**src/rtl/smram_pkg.sv**
```systemverilog
package smram_pkg;
  localparam int BIT_OPEN  = 6;
  localparam int BIT_CLOSE = 5;
  localparam int BIT_LOCK  = 4;
  localparam int BIT_GEN   = 3;
  localparam logic [2:0] SEG_CODE = 3'b010;

  typedef struct packed {
    logic open;
    logic close;
    logic lock;
    logic gen;
  } smram_ctl_t;
endpackage

```
**src/rtl/smram_rst_sync.sv**
```systemverilog
module smram_rst_sync #(
  parameter int STAGES = 2
) (
  input  logic clk,
  input  logic arst_n,
  output logic srst_n
);
  logic [STAGES-1:0] chain_q;

  always_ff @(posedge clk or negedge arst_n) begin
    if (!arst_n) chain_q <= '0;
    else         chain_q <= {chain_q[STAGES-2:0], 1'b1};
  end

  assign srst_n = chain_q[STAGES-1];
endmodule

```
**src/rtl/smram_cfg_reg.sv**
```systemverilog
module smram_cfg_reg
  import smram_pkg::*;
(
  input  logic       clk,
  input  logic       rst_n,
  input  logic       wr_en,
  input  logic [7:0] wdata,
  output smram_ctl_t ctl
);
  smram_ctl_t ctl_q, ctl_d;
  logic       ld_en;
  logic       unused_wbits;

  assign unused_wbits = ^{wdata[7], wdata[2:0]};
  assign ld_en = wr_en;

  always_comb begin
    ctl_d       = ctl_q;
    ctl_d.close = wdata[BIT_CLOSE];
    if (!ctl_q.lock) begin
      ctl_d.gen  = wdata[BIT_GEN];
      ctl_d.lock = wdata[BIT_LOCK] & wdata[BIT_GEN];
      ctl_d.open = wdata[BIT_OPEN] & ~ctl_d.lock;
    end
  end

  always_ff @(posedge clk or negedge rst_n) begin
    if (!rst_n)     ctl_q <= '0;
    else if (ld_en) ctl_q <= ctl_d;
  end

  assign ctl = ctl_q;
endmodule

```
**src/rtl/smram_route_dec.sv**
```systemverilog
module smram_route_dec
  import smram_pkg::*;
#(
  parameter int                ADDR_W   = 32,
  parameter logic [ADDR_W-1:0] WIN_BASE = 'hA0000,
  parameter logic [ADDR_W-1:0] WIN_SIZE = 'h20000
) (
  input  smram_ctl_t        ctl,
  input  logic [ADDR_W-1:0] addr,
  input  logic              smm,
  input  logic              code,
  output logic              to_dram,
  output logic              to_hub
);
  localparam logic [ADDR_W-1:0] WIN_END = WIN_BASE + WIN_SIZE;

  logic in_win;
  logic smm_ok;
  logic open_ok;

  always_comb begin
    in_win  = (addr >= WIN_BASE) && (addr < WIN_END);
    smm_ok  = smm & (code | ~ctl.close);
    open_ok = ~smm & ctl.open & ~ctl.lock;
    to_dram = ctl.gen & in_win & (smm_ok | open_ok);
    to_hub  = ~to_dram;
  end
endmodule

```
**src/rtl/smram_gate.sv**
```systemverilog
module smram_gate
  import smram_pkg::*;
#(
  parameter int                ADDR_W     = 32,
  parameter int                CFG_AW     = 8,
  parameter logic [CFG_AW-1:0] CFG_OFFSET = 8'h9D,
  parameter logic [ADDR_W-1:0] WIN_BASE   = 'hA0000,
  parameter logic [ADDR_W-1:0] WIN_SIZE   = 'h20000,
  parameter int                SYNC_STG   = 2
) (
  input  logic              clk,
  input  logic              full_rst_n,
  input  logic              warm_rst_n,
  input  logic [CFG_AW-1:0] cfg_addr,
  input  logic              cfg_wr,
  input  logic [7:0]        cfg_wdata,
  output logic [7:0]        cfg_rdata,
  input  logic [ADDR_W-1:0] acc_addr,
  input  logic              acc_smm,
  input  logic              acc_code,
  output logic              route_dram,
  output logic              route_hub
);
  logic       rst_sync_n;
  logic       cfg_hit;
  logic       cfg_we;
  smram_ctl_t ctl;

  smram_rst_sync #(.STAGES(SYNC_STG)) u_rst (
    .clk    (clk),
    .arst_n (full_rst_n),
    .srst_n (rst_sync_n)
  );

  assign cfg_hit = (cfg_addr == CFG_OFFSET);
  assign cfg_we  = cfg_wr & cfg_hit & warm_rst_n;

  smram_cfg_reg u_reg (
    .clk   (clk),
    .rst_n (rst_sync_n),
    .wr_en (cfg_we),
    .wdata (cfg_wdata),
    .ctl   (ctl)
  );

  always_comb begin
    cfg_rdata = '0;
    if (cfg_hit) begin
      cfg_rdata[BIT_OPEN]  = ctl.open;
      cfg_rdata[BIT_CLOSE] = ctl.close;
      cfg_rdata[BIT_LOCK]  = ctl.lock;
      cfg_rdata[BIT_GEN]   = ctl.gen;
      cfg_rdata[2:0]       = SEG_CODE;
    end
  end

  smram_route_dec #(
    .ADDR_W   (ADDR_W),
    .WIN_BASE (WIN_BASE),
    .WIN_SIZE (WIN_SIZE)
  ) u_dec (
    .ctl     (ctl),
    .addr    (acc_addr),
    .smm     (acc_smm),
    .code    (acc_code),
    .to_dram (route_dram),
    .to_hub  (route_hub)
  );
endmodule

```
**config.mk**
```make
export PLATFORM = sky130hd
export DESIGN_NAME = smram_gate
export DESIGN_NICKNAME = d
export VERILOG_FILES = /design/src/rtl/smram_pkg.sv /design/src/rtl/smram_rst_sync.sv /design/src/rtl/smram_cfg_reg.sv /design/src/rtl/smram_route_dec.sv /design/src/rtl/smram_gate.sv
export SDC_FILE = /design/constraint.sdc
export NUM_CORES = 1
export LEC_CHECK = 0
export BUFFER_PORTS_ARGS = -buffer_cell sky130_fd_sc_hd__buf_4
export CORE_AREA = 2 2 46 48
export DETAILED_ROUTE_END_ITERATION = 16
export DIE_AREA = 0 0 48 50
export PLACE_DENSITY_LB_ADDON = 0.08
export SYNTH_ARGS = -nofsm -noshare
export SYNTH_HDL_FRONTEND = slang
export SYNTH_HIERARCHICAL = 1
export SYNTH_SLANG_ARGS = --single-unit
```
**constraint.sdc**
```tcl
create_clock -name clk -period 2.8 [get_ports clk]
set_clock_uncertainty 0.15 [all_clocks]
set_input_delay 0.14 -clock clk [delete_from_list [all_inputs] [get_ports clk]]
set_output_delay 0.14 -clock clk [all_outputs]
set_load 0.05 [all_outputs]
```
==> impl_results.md <==
* Status: complete, no violations
* LEAKAGE at 0.389 nW
* Seq cells post-synth at 6
* Routed vias at 447
* Fmax at 598 MHz
* Drt drc at 0
* Clock Tree Root: clkbuf_4
* Max Cap Violations at 0
* Inserted Clock Buffers at 3
* CTS tree: built
* Mapped Area at 428 sq um
* Starting Density at 22.5%
* Diode count at 0
* Die Wd at 48 microns
* Min-delay worst type: input pin to async pin
* Gr usage total at 9.45%
* Warnings, synthesis at 6
* Count leader, synth: dfrtp_1
* # IOs at 64
* Total power per unit cell area at 284 nW/um^2
* Crit path capture type: primary output
* Largest cells by area after synthesis: dfrtp_1, nor4_2, buf_4
* WL/cell at 9.75 microns
* Async set-reset flop share out of synthesis at 100%
* Worst VDD drop at 206 uV
* Seq/Total Area, Yosys at 35.1%
* CTS Hold Buffers Added at 6
* Ys flop type: dfrtp_1
* Slowest cell on crit path: dfrtp_1
* Finished Cell Area at 815 sq um
* Rows at 16
* Layout cells sized above 1 at 58.6%
* Post_cts resized at 0
* Setup crit start kind: flop
* Fin nets at 143
* IO buf count at 39
* DP Wirelength at 928 microns
* Area leader, netlist: dfrtp_1
* Placer congestion estimate at 0.682
* Area share of the largest cell type after synthesis at 35.1%
* Critical Path AT at 1.38 ns
* Clock latency on the worst-skew pair at 0.24 ns
* Sequential cell area at 150 sq um
* Overflow after GRT at 0
* Final Hold Violating Endpoints at 0
* WL final at 1.11 mm
* Setup-failing EPs final at 0
* Fill count at 193
* Crit path cell chain: and4b_1 > nand4_1 > a211o_1 > buf_4
* Final period util at 59.8%
* Syn Area/Cell at 10.4 sq um
* Initial detailed-routing violation count at 3
* DR vias/cell at 3.92
* Antenna violations before repair at 0
* EDFF count, synth at 0
* Fin Setup TNS at 0 ns
* Clock buffer depth at 2
* Post-Syn Instances at 41
* Core ar. at 1900 sq um
* Crit path time final at 1.67 ns
* Fin. max-slew vios at 0
* Synthesis-to-finish area growth at 90.4%
* Post-CTS setup buffer count at 0
* Top cells by count, synth: dfrtp_1, inv_1, buf_4, nor3_1, nor4_2
* Slowest cell delay on critical path at 0.37 ns
* Total die area at 2400 sq um
* Multi-input gate area at 236 sq um
* Clock Pin Slew Worst Setup and Hold Paths at 0.05 ns
* Die Ht at 50 microns
* Largest net degree at the start of global routing at 7
* Post-DRT Antenna Nets at 0
* Vias in the first global route at 386
* Initial DRT Pass Iterations at 2
* Distinct cells, synth at 22
* Final std cells w/o fill at 114
* Post-Place Cells at 105
* WS Path Type: flop to primary output
* Worst Path Max Fanout at 3
* First-pass GRT wire length at 1.64 mm
* Clock sink total at 6
* Placed Area at 732 sq um
* RSZ-0062 raised after global routing: no
* H-Tree Depth at 1
* CP required at 2.51 ns
==> logic make-up after synthesis <==
kind of cell | synth area share (%)
AND/OR/NAND/NOR | 33.3
buffers and inverters | 11.4
other | 1.76
AO/OA/AOI/OAI | 8.77
multiplexers | 9.65
flip-flops | 35.1
==> layout make-up <==
| type | instances | area share (%) |
|---|---|---|
| Timing Repair Buffer | 45 | 43.3 |
| Multi-Input combinational cell | 28 | 29.0 |
| Sequential cell | 6 | 18.4 |
| Tap cell | 27 | 4.15 |
| Clock buffer | 3 | 2.76 |
| Inverter | 5 | 2.30 |
==> worst max-delay path, delay by kind of cell (launching register included) <==
kind	cells	cell delay [ns]
flops	1	0.37
simple gates	2	0.33
buf+inv	1	0.19
compound gates	1	0.25
==> layer usage <==
metal / up-vias / routed length, microns / global-route usage (%)
li1: 230 / - / -
met1: 199 / 481 / 13.8
met2: 18 / 536 / 12.9
met3: 0 / 93 / 1.10
met4: 0 / 0 / 5.41
met5: - / 0 / 0
==> per-stage QoR <==
step / power, mW / util [%] / hold slack (ns) / worst slack, ns
5_1_grt: 0.245 / 42.8 / 0.0797 / 1.00
3_3_place_gp: 0.148 / 38.5 / -0.225 / 1.18
6_report: 0.231 / 42.8 / 0.0717 / 1.13
4_1_cts: 0.237 / 42.8 / 0.0571 / 1.11
3_5_place_dp: 0.149 / 38.5 / -0.224 / 1.16
2_1_floorplan: 0.113 / - / -0.306 / 0.713
==> final timing paths <==
kind	slack, ns	from	end	cells after the start
worst max register to register	1.38	u_reg/ctl[1]$_DFFE_PN0P_	u_reg/ctl[1]$_DFFE_PN0P_	2
worst min-delay path	0.07	full_rst_n	u_rst/chain_q[0]$_DFF_PN0_	2
worst max-delay path	1.13	u_reg/ctl[0]$_DFFE_PN0P_	route_hub	4
worst min register to register	0.20	u_rst/chain_q[0]$_DFF_PN0_	u_rst/chain_q[1]$_DFF_PN0_	0
max in group asynchronous	1.89	u_rst/chain_q[1]$_DFF_PN0_	u_reg/ctl[2]$_DFFE_PN0P_	1
min in group clk	0.20	u_rst/chain_q[0]$_DFF_PN0_	u_rst/chain_q[1]$_DFF_PN0_	0
==> cells in the final DEF (no fill, tap or decap), drive strengths merged, types with 3 or more instances in the layout <==
cell type and instances:
dlygate4sd3 6, nor3 5, clkbuf 3, inv 5
mux2 3, buf 39, conb 4, nor4 3
dfrtp 6
==> report_power, final <==
part / internal (mW) / leakage [nW] / switching [mW]
logic: 0.0383 / 0.297 / 0.0232
clock network: 0.0484 / 0.0138 / 0.0303
registers: 0.0898 / 0.0789 / 0.00143
==> sequential cells by signal (all words and copies together) (netlist names) <==
register / cells
u_reg/ctl: 4
u_rst/chain_q: 2
(Power assumes the default switching activity.)
